==> config.mk <==
export PLATFORM = sky130hd
export DESIGN_NAME = sclPeriodGen
export DESIGN_NICKNAME = d
export VERILOG_FILES = /design/src/rtl/sclGenPkg.sv /design/src/rtl/sclGenDatapath.sv /design/src/rtl/sclGenCtrl.sv /design/src/rtl/sclPeriodGen.sv
export SDC_FILE = /design/constraint.sdc
export NUM_CORES = 1
export LEC_CHECK = 0
export BUFFER_PORTS_ARGS = -buffer_cell sky130_fd_sc_hd__buf_4
export CAP_MARGIN = 20
export CORE_UTILIZATION = 49
export DETAILED_ROUTE_END_ITERATION = 12
export PLACE_DENSITY = 0.69
export RECOVER_POWER = 50
export SYNTH_ARGS = -nofsm -noshare
export SYNTH_HDL_FRONTEND = slang
export SYNTH_HIERARCHICAL = 1
export SYNTH_SLANG_ARGS = --single-unit
==> constraint.sdc <==
create_clock -name clk -period 10.2 [get_ports clk]
set_input_delay 0.51 -clock clk [delete_from_list [all_inputs] [get_ports clk]]
set_output_delay 0.51 -clock clk [all_outputs]
set_load 0.02 [all_outputs]
==> src/rtl/sclGenPkg.sv <==
package sclGenPkg;
  typedef enum logic [1:0] {
    ST_IDLE = 2'd0,
    ST_LOW  = 2'd1,
    ST_REL  = 2'd2
  } sclState_e;

  // strobes from control into the datapath
  typedef struct packed {
    logic clear;    // zero prescaler and unit counter
    logic run;      // advance prescaler / unit counter
    logic selHigh;  // compare against the high count
  } dpStrobe_t;
endpackage

==> src/rtl/sclGenDatapath.sv <==
module sclGenDatapath
  import sclGenPkg::*;
#(
  parameter int CNT_W       = 9,
  parameter bit WIDE_COUNTS = 1'b1
) (
  input  logic             clk,
  input  logic             rstN,
  input  logic             halfRate,
  input  logic [CNT_W-1:0] lowCount,
  input  logic [CNT_W-1:0] highCount,
  input  dpStrobe_t        strobe,
  output logic             phaseDone
);
  localparam int NARROW_MAX = (1 << (CNT_W - 1)) - 1;
  localparam int NUM_PHASES = 2;

  logic [CNT_W-1:0] rawCount [NUM_PHASES];
  logic [CNT_W-1:0] effCount [NUM_PHASES];
  logic [CNT_W-1:0] target;
  logic [CNT_W-1:0] unitCnt;
  logic             preCnt;
  logic             unitTick;

  assign rawCount[0] = lowCount;
  assign rawCount[1] = highCount;

  // per-phase limit: optional clamp, then zero mapped to one
  for (genvar p = 0; p < NUM_PHASES; p++) begin : g_phase
    logic [CNT_W-1:0] limited;
    if (WIDE_COUNTS) begin : g_wide
      assign limited = rawCount[p];
    end else begin : g_narrow
      assign limited = (rawCount[p] > CNT_W'(NARROW_MAX)) ? CNT_W'(NARROW_MAX)
                                                          : rawCount[p];
    end
    assign effCount[p] = (limited == '0) ? CNT_W'(1) : limited;
  end

  assign target    = strobe.selHigh ? effCount[1] : effCount[0];
  assign unitTick  = !halfRate || preCnt;
  assign phaseDone = strobe.run && unitTick && (unitCnt == target - CNT_W'(1));

  always_ff @(posedge clk or negedge rstN) begin
    if (!rstN) begin
      preCnt  <= 1'b0;
      unitCnt <= '0;
    end else if (strobe.clear || phaseDone) begin
      preCnt  <= 1'b0;
      unitCnt <= '0;
    end else if (strobe.run) begin
      if (unitTick) begin
        preCnt  <= 1'b0;
        unitCnt <= unitCnt + CNT_W'(1);
      end else begin
        preCnt  <= 1'b1;
      end
    end
  end
endmodule

==> src/rtl/sclGenCtrl.sv <==
module sclGenCtrl
  import sclGenPkg::*;
(
  input  logic      clk,
  input  logic      rstN,
  input  logic      enable,
  input  logic      sclSense,
  input  logic      phaseDone,
  output dpStrobe_t strobe,
  output logic      sclPullLow,
  output logic      phaseTick,
  output sclState_e state,
  output logic      senseSeen
);
  always_ff @(posedge clk or negedge rstN) begin
    if (!rstN) begin
      state     <= ST_IDLE;
      phaseTick <= 1'b0;
      senseSeen <= 1'b0;
    end else begin
      senseSeen <= sclSense;
      phaseTick <= 1'b0;
      if (!enable) begin
        state <= ST_IDLE;
      end else begin
        case (state)
          ST_IDLE: state <= ST_LOW;              // first phase, no tick
          ST_LOW: if (phaseDone) begin
            state     <= ST_REL;
            phaseTick <= 1'b1;
          end
          ST_REL: if (phaseDone) begin
            state     <= ST_LOW;
            phaseTick <= 1'b1;
          end
          default: state <= ST_IDLE;
        endcase
      end
    end
  end

  always_comb begin
    strobe = '{clear: 1'b1, run: 1'b0, selHigh: 1'b0};
    case (state)
      ST_LOW: strobe = '{clear: 1'b0, run: 1'b1, selHigh: 1'b0};
      // high count runs only while the line is seen high
      ST_REL: strobe = '{clear: !senseSeen, run: senseSeen, selHigh: 1'b1};
      default: ;
    endcase
  end

  assign sclPullLow = (state == ST_LOW);
endmodule

==> src/rtl/sclPeriodGen.sv <==
module sclPeriodGen
  import sclGenPkg::*;
#(
  parameter int CNT_W       = 9,
  parameter bit WIDE_COUNTS = 1'b1
) (
  input  logic             clk,
  input  logic             rstN,
  input  logic             enable,
  input  logic [CNT_W-1:0] lowCount,
  input  logic [CNT_W-1:0] highCount,
  input  logic             halfRate,
  input  logic             sclSense,
  output logic             sclPullLow,
  output logic             phaseTick
);
  dpStrobe_t strobe;
  logic      phaseDone;
  sclState_e ctrlState;
  logic      senseSeen;

  sclGenCtrl u_ctrl (
    .clk       (clk),
    .rstN      (rstN),
    .enable    (enable),
    .sclSense  (sclSense),
    .phaseDone (phaseDone),
    .strobe    (strobe),
    .sclPullLow(sclPullLow),
    .phaseTick (phaseTick),
    .state     (ctrlState),
    .senseSeen (senseSeen)
  );

  sclGenDatapath #(.CNT_W(CNT_W), .WIDE_COUNTS(WIDE_COUNTS)) u_dp (
    .clk      (clk),
    .rstN     (rstN),
    .halfRate (halfRate),
    .lowCount (lowCount),
    .highCount(highCount),
    .strobe   (strobe),
    .phaseDone(phaseDone)
  );
endmodule

Word-level counts from Yosys, hierarchy flattened
Cells that the tools add are included.

Logic and storage cells: 43. Input bits: 23. Register bits: 14. Output and inout bits: 2.

Muxes and demuxes: 17. Add/subtract/negate cells: 2. Equality and inequality tests: 5. Reduce and logical (&&, ||, !) cells: 14.

Operators by type and width (number): 9-bit two-way mux (6); 9-bit zero test (2); 9-bit by 1-bit adder with 9-bit output, second input constant (1); 9-bit == test (1); 9-bit by 1-bit subtractor with 9-bit output, second input constant (1); 1-bit two-way mux (6); 2-bit two-way mux (3); 3-bit by 2-bit inequality test with 1-bit output, second input constant (2); 2-bit one-hot mux with 3 select lines (1); 3-bit one-hot mux with 2 select lines (1); 2-bit AND reduction (2); 2-bit nonzero test (2); 2-bit by 1-bit == test with 1-bit output, second input constant (1); 2-bit == test, second input constant (1); 1-bit logical AND (2); 1-bit zero test (2); 2-bit zero test (1); 1-bit logical OR (2); 2-bit OR reduction (1).

Longest topological paths before layout
Gate-level depths: netlist (run 1).

Depth in word-level cells: 9. Mapped depth: 16. Gate-level depth less buffers: 15.

Hierarchy
Netlist (run 1), hierarchy kept.

Modules (own cells, without submodules): sclGenDatapath (area each 982.2 um2, sequential area each 250.2 um2, instances 1, cells each 114); sclGenCtrl (area each 249.0 um2, sequential area each 100.1 um2, instances 1, cells each 23).

Worst setup path after synthesis (run 1)
OpenSTA, ideal clock, no wires.

Path kind: flip-flop to flip-flop. Start point: register u_ctrl.state[0]. End point: register u_ctrl.state[0]. Data required time: 10.121 ns. Setup time: 0.079 ns. Slack: 6.853 ns. Data arrival time: 3.267 ns. Stages on the path, launching flop included: 16. Clock period less this slack: 3.347 ns. Path through: dfrtp_1 -> inv_1 -> ha_1 -> buf_4 -> inv_1 -> a311o_1 -> nand2_1 -> ha_1 -> o2111ai_1 -> or4b_1 -> a31o_1 -> o31a_1 -> a2111oi_4 -> inv_1 -> o211ai_2 -> mux2i_1.

RTL lines: start: declaration (line sclGenCtrl.sv:12) `output sclState_e state,`; start signal: assignment (line sclGenCtrl.sv:17) `state <= ST_IDLE;`; start signal: assignment (line sclGenCtrl.sv:24) `state <= ST_IDLE;`; start signal: assignment (line sclGenCtrl.sv:27) `ST_IDLE: state <= ST_LOW;`.

==> results of run 1 <==
-- sequential cells by signal, summed over array words and instances, names as in the netlist --
signal            flops
u_ctrl/phaseTick      1
u_ctrl/senseSeen      1
u_ctrl/state          2
u_dp/preCnt           1
u_dp/unitCnt          9
-- per-stage QoR --
stage	hold slack (ns)	instance area, um2	setup slack (ns)	utilization	total power, uW
finish	0.2734	1459	5.987	0.6351	131.2
global route	0.3286	1459	5.660	0.6351	138.6
CTS	0.05732	1463	5.999	0.6367	133.2
detailed placement	0.3682	1426	6.028	0.6209	92.86
global placement	0.3657	1426	6.214	0.6209	92.09
floorplan	0.2144	1231	6.853	-	78.64
-- logic make-up (layout without fill, tap and decap cells) --
kind of cell | Yosys count | count (layout) | share of synthesized area
fa+ha+maj | 7 | 7 | 0.07113
flops | 14 | 14 | 0.2846
simple gates | 53 | 53 | 0.2266
compound gates | 27 | 27 | 0.1819
buf+inv | 11 | 35 | 0.03761
xor+xnor | 13 | 13 | 0.09248
mux | 12 | 12 | 0.1057
-- worst min path at each step --
stage,end,from
3_5_place_dp,u_dp/preCnt,rstN
3_3_place_gp,u_dp/preCnt,rstN
5_1_grt,u_dp/preCnt,rstN
4_1_cts,u_dp/preCnt,rstN
2_1_floorplan,u_ctrl/phaseTick,rstN
6_report,u_dp/unitCnt[1],rstN
-- worst max-delay path: cells and delay by family, from the launching register on --
family	cells	cell delay, ns
adders and majority gates	2	0.85
and+or+nand+nor	2	0.70
muxes	1	0.21
AOI/OAI and AO/OA	6	1.55
DFF	1	0.41
buffers and inverters	3	0.40
-- per-layer routing --
metal  up-vias  global-route usage
li1        559                   -
met1       518              0.3097
met2        21              0.3739
met3         2             0.02632
met5         -                   0
met4         0             0.04054
-- layout by cell type, fill, tap and decap left out, types with 2 or more instances in the layout --
master / instances
a21oi_1: 4
buf_4: 22
clkbuf_4: 4
dfrtp_1: 14
ha_1: 7
inv_1: 7
mux2_2: 2
mux2i_1: 8
mux2i_2: 2
nand2_1: 10
nand2b_1: 2
nand3_1: 6
nand4_1: 3
nor2_1: 8
nor2b_1: 2
nor3_1: 12
nor3b_1: 3
nor4_1: 3
o211ai_1: 2
o21ai_0: 3
o22ai_1: 2
o31a_1: 2
o31ai_1: 3
or4b_1: 2
xnor2_1: 4
xor2_1: 9
-- layout make-up --
type | instances | area [um2]
clock buffer | 4 | 36.28
fill | 213 | 838.3
inverter | 7 | 26.28
multi-input combinational | 112 | 834.6
sequential | 14 | 350.3
tap | 28 | 35.03
timing repair buffer | 24 | 176.4
-- power by group through the flow --
stage | logic (uW) | registers [uW] | clock network [uW]
after floorplan | 19.5 | 59.1 | 0
after global placement | 32.7 | 59.3 | 0
after detailed placement | 33.4 | 59.5 | 0
after CTS | 33.7 | 58.4 | 41.1
after global routing | 37.2 | 58.7 | 42.7
final | 33.6 | 58.4 | 39.3
==> results, run 1 <==
- The total power per unit cell area is between 80 and 90 nW/um2.
- Of the synthesized area, sequential elements account for 0.2846.
- The count of cells in the finished layout, fillers not included, comes to ~190.
- The setup TNS after final layout is 0 ns.
- The total count of hold-check failures in the final report is 0.
- Counting flops with a built-in enable in the synthesized netlist gives 0.
- VDD sags by at most between 0.00007 and 0.00008 V.
- Counting every net in the synthesized netlist gives about 170.
- Input and output buffers added on the ports amount to 24.
- The die covers 2717 um2.
- The startpoint of the lowest-slack register-to-register path is u_ctrl/state[0].
- The share of cells above drive strength 1 is 0.2112.
- After synthesis, the cell types taking the most area are dfrtp_1, ha_1, mux2i_1, xor2_1, nor3_1.
- Based on the critical path, the design can be clocked at up to ~0.24 GHz.
- Hold repair after CTS inserted 0 buffers.
- The final number of max-transition violations is 0.
- The power share of the sequential group is 0.445.
- Counting stages on the worst path, the most repeated cell is inv_1.
- The flow ran to the end, and the final reports show no timing, DRC or antenna violations.
- The count of placed standard cells including taps is approximately 190.
- The switching fraction of total power is 0.2876.
- Using the TritonRoute via totals, the vias-per-cell ratio works out to between 5 and 6.
- The share of total power dissipated in the clock network is 0.299.
- Each instance of the synthesized netlist takes up on average ~9 um2.
- The type of origin of the critical path is a flip-flop.
- The path category of the worst min-delay check is primary input to asynchronous set/reset pin.
- Counting cells, the worst reg-to-reg path comes to 14.
- Along the worst path, the maximum fanout reaches 17.
- For this block, the initial DRC count from the detailed router was 15.
- The die is roughly 52 um tall.
- The post-synthesis to final-layout area growth is 18.50%.
- The final routed DRC violation total is 0.
- Ranked by instance count, the synthesized netlist is headed by dfrtp_1, nor3_1, nand2_1.
- The cell with the most instances after synthesis is dfrtp_1.
- The peak per-stage delay on the critical path is ~0.62 ns.
- At the pin with the least slew margin, the transition time is 0.8521 ns.
- TritonCTS built the clock tree.
- The number of global-route vias before repair was around 1000.
- The analysis attributes to cell leakage a power of approximately 0.0006 uW.
- The overflow left after global routing is 0.
- The congestion estimate from routability-driven global placement came to approximately 0.79.
- The routed metal-1 wirelength is ~1.4 mm.
- Summed over all layers, the routed wires come to approximately 2.7 mm.
- Of the post-synthesis cell area, the dominant cell type holds 0.2846.
- The reg-to-reg endpoint is u_ctrl/state[0].
- The number of max-capacitance violations reported is 0.
- The floorplan has 17 rows.
- Signal routing reaches up to met4.
- After detailed routing, the met3 layer carries 124 um of wire.
- The number of ports placed on the die boundary is 25.
- The wire-length estimate of the detail-placed layout is a little over 2 mm.
- The TritonCTS buffer count is 3.
- The critical path required time is around 10 ns.
- In this run the tightest slew margin relative to its limit is 0.4157.
- The net switching component of the power is between 30 and 40 uW.
- The root buffer cell chosen for the clock tree is clkbuf_4.
- Tracing the worst setup path back leads to its startpoint at u_ctrl/state[0].
- The first global-routing pass estimated 4.547 mm of wire.
- The detailed route wirelength on metal2 is 1.156 mm.
- The worst clock skew on the final layout is about 0.0017 ns.
- The biggest area contributor in the post-synthesis netlist is dfrtp_1.
- The initial utilization of the core area, before any placement, comes to 0.5359.
- The cell area after synthesis is roughly 1200 um2.
- The most critical setup path has its endpoint at u_ctrl/state[0].
- For this block, the via count after detailed routing is 1100.
- In this run the deepest clock path goes through 2 buffers.
- The largest net degree at the start of global routing is 18.
- The tree built by TritonCTS fans out to 14 sinks.
- The clock reaches the later pin of the worst-skew pair after 0.27 ns.
- The first detailed-routing pass took 4 iterations.
- Measured along the x axis, the die boundary spans about 52 um.
- The final clock period utilization by the worst path is 0.4131.
- The average detailed-routed wire length per instance is 14.20 um.
- The post-cts repair resize count is 0.
- Subtracting the final worst setup slack from the clock period gives around 4.2 ns.
- Among all stages on the critical path, the largest delay is contributed by ha_1.
- The setup-violating endpoint count in the final report is 0.
- The aggregate global-route resource usage is 0.2237.
- The worst setup path is captured at a flip-flop.
- The register clock-pin slew on the reported worst setup and hold paths is ~0.080 ns.
- The most common flop cell mapped by yosys is dfrtp_1.
- For flop-to-flop paths, the worst setup slack is between 5 and 6 ns.
- The total of flip-flops plus latches after synthesis is 14.
- The critical path data arrival time is about 4.4 ns.
- The classification of the worst setup path is flip-flop to flip-flop.
- Synthesis produced around 140 cells.
- The async set or reset register ratio after synthesis is 1.000.
- The total area inside the core boundary comes to approximately 2300 um2.
- After the last flow step, the layout net total stands at between 150 and 200.
- The number of antenna violations at the first check in global routing was 0.
- The antenna violation net count after detailed routing is 0.
- The number of setup buffers added after CTS is 0.
- The number of antenna diodes in the final layout is 0.
- The internal power of the cells totals just over 90 uW.
- The number of distinct library cells after synthesis is 40.
- In this run the number of H-tree levels came out at 1.
- The number of warnings reported in the yosys synthesis log is 6.
- Walking the worst path, the cells encountered are inv_1 -> ha_1 -> inv_1 -> a311o_1 -> nand2_1 -> ha_1 -> o2111ai_1 -> or4b_1 -> a31o_1 -> o31a_1 -> a2111oi_4 -> inv_1 -> o211ai_2 -> mux2i_1.
- The fraction of power consumed by combinational cells is 0.256.
- Setup repair after global routing left no endpoint under its margin.
No activity file was read; power rests on OpenSTA's default activity.
==> run 2: changes to the inputs <==
- ABC_AREA: unset -> 1
- clock period: 10.2 -> 4.2 ns (I/O delays scaled with it)
==> run 2 against run 1 <==
  * Via count up 18%
  * Critical path depth up 6
  * Total power rose to 2.5 times the previous value
  * First-iteration DRC count rose to 2.6 times the previous value
  * Clock skew about the same
  * Core utilization down 0.81 points
  * Die area up 8.7%
  * Combinational power rose to 3.2 times the previous value
  * Worst setup slack worse by 5.0 ns
  * Critical endpoint unchanged
==> results, run 2 <==
- In this run the worst setup path begins at u_ctrl/state[0].
- The number of instances in the synthesized netlist is 205 (+50%).
- The cell depth of the worst flop-to-flop path is 20 (+6).
- The final routed DRC violation total is 0 (unchanged).
- The total count of hold-check failures in the final report is 0 (unchanged).
- The worst supply voltage drop on vdd was 0.0002393 V (+230%).
- The startpoint of the tightest hold check path is sclSense.
- The number of max-capacitance violations reported is 0 (unchanged).
- The core area came to 2522 um2 (+9.8%).
- The overflow left after global routing came to 0 (unchanged).
- The number of clock sinks seen by CTS was 14 (unchanged).
- The average detailed-routed wire length per instance is 10.83 um (-24%).
- The critical path required time was 4.37 ns (-6.03 ns).
- The reg-to-reg endpoint is u_ctrl/state[0].
- The first-pass iteration count of the detailed router came to 5 (+1).
- The fraction of synthesized cell area in xor and xnor cells came to 0.05871 (-0.03377).
- The path class of the tightest hold or removal check is primary input to flip-flop.
- The cell area after synthesis is 1343 um2 (+9.0%).
- The basic-gate share of the synthesized area counting and, or, nand and nor cells came to 0.4240 (+0.1974).
- The fraction of the yosys area taken by sequential cells is 0.2610 (-0.02360).
- The number of warnings reported in the yosys synthesis log is 6 (unchanged).
- The number of global-route vias before repair was 1099 (+5.2%).
- The largest fanout on the critical path is 13 (-4).
- The global-route wire length before repair was 4.491 mm (-1.2%).
- The aggregate global-route resource usage came to 0.2121 (-0.01157).
- The type of origin of the critical path is a flip-flop.
- The worst clock skew on the final layout is 0.002080 ns (+0.0004195 ns).
- The clock latency at the later pin of the worst-skew pair is 0.27 ns (about the same).
- The most critical setup path has its endpoint at u_ctrl/state[0].
- The detail-routed via count per cell came to 4.947 (-15%).
- The worst setup path is captured at a flip-flop.
- The setup-violating endpoint count in the final report is 0 (unchanged).
- The area used by multi-input combinational logic is 838.3 um2 (+0.45%).
- The share of cell area taken by muxes after synthesis was 0 (-0.1057).
- The most used flip-flop cell after synthesis is dfrtp_1.
- The site row count came to 18 (+1).
- The compound-gate portion of the synthesized area is 0.07642 (-0.1055).
- The number of distinct library cells after synthesis is 27 (-33%).
- The count of input and output buffers is 24 (unchanged).
- The level count of the clock H-tree is 1 (unchanged).
- The TritonCTS clock tree is built.
- By instance count, the leading cell after synthesis is nand2_1.
- The slew of the pin with the lowest slew margin is 0.7803 ns (-0.07180 ns).
- The placed wire-length estimate is 2.334 mm (+12%).
- The dominant combinational cell family by area after synthesis is simple AND/OR/NAND/NOR gates.
- The sequential cell area in the final layout came to 350.3 um2 (unchanged).
- The fmax is 0.3160 GHz (+33%).
- The cell sitting at the root of the clock tree is a clkbuf_4.
- The largest net degree at the start of global routing is 15 (-3).
- The number of diodes is 0 (unchanged).
- The final clock period utilization by the worst path is 0.7536 (+0.3405).
- The overall power after layout is 332.8 uW (+150%).
- The setup TNS after final layout is 0 ns (unchanged).
- The synthesized area per cell is 6.549 um2 (-27%).
- The register clock-pin slew on the reported worst setup and hold paths was 0.07 ns (about the same).
- The leakage power figure is 0.0008434 uW (+42%).
- The final-stage net count came to 264 (+38%).
- The critical path data arrival time is 3.33 ns (-1.08 ns).
- The number of ports placed on the die boundary is 25 (unchanged).
- The antenna violation net count after detailed routing is 0 (unchanged).
- The number of buffers between clock root and the deepest sink is 2 (unchanged).
- The detailed-route wire length is 2.838 mm (+5.7%).
- The synthesized-area fraction occupied by adder cells is 0.06524 (-0.005901).
- The share of cells above drive strength 1 was 0.1940 (-0.01721).
- The number of enable flip-flop cells after synthesis came to 0 (unchanged).
- Ranked by flip-flop count, first place goes to u_dp/unitCnt.
- The worst register-to-register path begins at u_ctrl/state[0].
- The width of the die is 54.35 um (+4.3%).
- The floorplan die area came to 2953 um2 (+8.7%).
- The total nets after synthesis is 235 (+41%).
- The effective utilization at floorplan was 0.5322 (-0.003706).
- The minimum setup slack among reg-to-reg paths came to 1.04 ns (-4.95 ns).
- The number of flip-flops in the largest register was 9 (unchanged).
- The total power per unit cell area came to 210.4 nW/um2 (+130%).
- The via count of the routed design was 1296 (+18%).
- Leaving out fill and tap cells, the most frequent cell in the layout is nand2_1.
- By area the synthesized netlist is led by dfrtp_1, nand2_1, inv_1, nand3_1, nor2_1.
- The final number of max-transition violations is 0 (unchanged).
- Relative to the synthesized area, the layout overhead comes to 17.80%.
- The library cells used most frequently in the layout, excluding fill and tap cells, are nand2_1, inv_1, nor2_1.
- The synthesized design spends more area on one cell type than any other, namely dfrtp_1.
- In the final layout, the registers with the most flip-flops are u_dp/unitCnt x9, u_ctrl/state x2.
- The number of antenna violations at the first check in global routing is 0 (unchanged).
- The total of flip-flops plus latches after synthesis is 14 (unchanged).
- The fill cell total of the finished layout was 230 (+8.0%).
- The die extent in y came to 54.35 um (+4.3%).
- The flow ran to the end, and the final reports show no timing, DRC or antenna violations.
- The number of DRC markers in iteration 0 is 39 (+24).
- Setup repair after global routing left no endpoint under its margin.
- The worst slew margin relative to its limit is 0.4798 (+0.06412).
- The TritonCTS buffer count was 3 (unchanged).
- The last weighted congestion value of the routability-driven placer is 0.8474 (+7.3%).
- In the synthesized netlist, the cells that appear most often are nand2_1, inv_1, nor2_1.
- The minimum clock period after layout is 3.165 ns (-1.048 ns).
- The worst setup path is of the flip-flop to flip-flop kind.
- The share of the synthesized area in the top cell type is 0.2610 (-0.02360).
- The async set or reset register ratio after synthesis is 1.000 (unchanged).
- The number of setup buffers added after CTS was 0 (unchanged).
-- run 2: cell types whose count changed in the layout (fill, tap and decap cells not counted), sizes merged, moves of 4 or more --
cell,delta
inv,+32
mux2i,-10
nand2,+50
nand3,+16
nor2,+21
nor3,-9
o21ai,+4
-- run 2: metal layers --
layer,wire length (um),vias up,part of all wire,GRT usage
met5,0,-,0,0
met4,18,0,0.0063,0.06410
met3,153,2,0.054,0.02500
met2,1250,30,0.44,0.3557
met1,1416,577,0.50,0.2828
li1,-,687,-,-
-- run 2: through the flow --
stage                 util  instance area, um2  cells  setup slack [ns]  hold WS [ns]
floorplan                -                1343    205             1.610      -0.08559
finish              0.6270                1582    262             1.035       0.06703
global route        0.6270                1582    262            0.7057       0.04761
detailed placement  0.6156                1553    258             1.076       0.07059
CTS                 0.6285                1585    262             1.049       0.03334
global placement    0.6156                1553    258             1.140       0.06504
-- run 2: worst min path at each step --
stage | to | slack [ns] | cells past startpoint
global route | u_ctrl/senseSeen | 0.05 | 1
floorplan | u_ctrl/phaseTick | -0.09 | 0
detailed placement | u_ctrl/senseSeen | 0.07 | 1
CTS | u_ctrl/senseSeen | 0.03 | 1
finish | u_ctrl/senseSeen | 0.07 | 1
global placement | u_dp/unitCnt[1] | 0.07 | 1
-- run 2: kinds of logic (layout without fill, tap and decap cells) --
logic type / count (synthesis) / after routing
xor+xnor: 9 / 9
buf+inv: 40 / 67
flops: 14 / 14
fa+ha+maj: 7 / 7
compound gates: 14 / 14
simple gates: 121 / 121
-- run 2: area by class of cell --
type	instances	share of cell area
Clock buffer	3	0.01424
Inverter	39	0.09256
Multi-Input combinational cell	151	0.5301
Sequential cell	14	0.2215
Tap cell	30	0.02373
Timing Repair Buffer	25	0.1179
-- run 2: worst max-delay path: stages (launching register included) --
cell      delay [ns]
dfrtp_1         0.42
inv_1           0.12
ha_1            0.46
inv_2           0.15
or2_0           0.23
o21bai_4        0.18
nand2_4         0.10
ha_1            0.17
inv_1           0.07
nor2_4          0.15
nand2_1         0.08
nand2_1         0.06
nand2_1         0.08
a21oi_1         0.13
nand2_1         0.06
nor2_1          0.12
nand3_2         0.15
inv_1           0.16
nor2_4          0.06
nand3_1         0.06
nand2_1         0.05
-- run 2: power by group --
group	leakage, uW	switching (uW)	internal, uW	total, uW
Clock	0.0000138	39.0	33.2	72.2
Combinational	0.000639	63.0	44.4	107
Sequential	0.000190	10.3	143	153
-- run 2: timing repair --
action / CTS / global route
hold buffers: 1 / 0
resized for setup: 0 / 0
hold endpoints to repair: 14 / 0
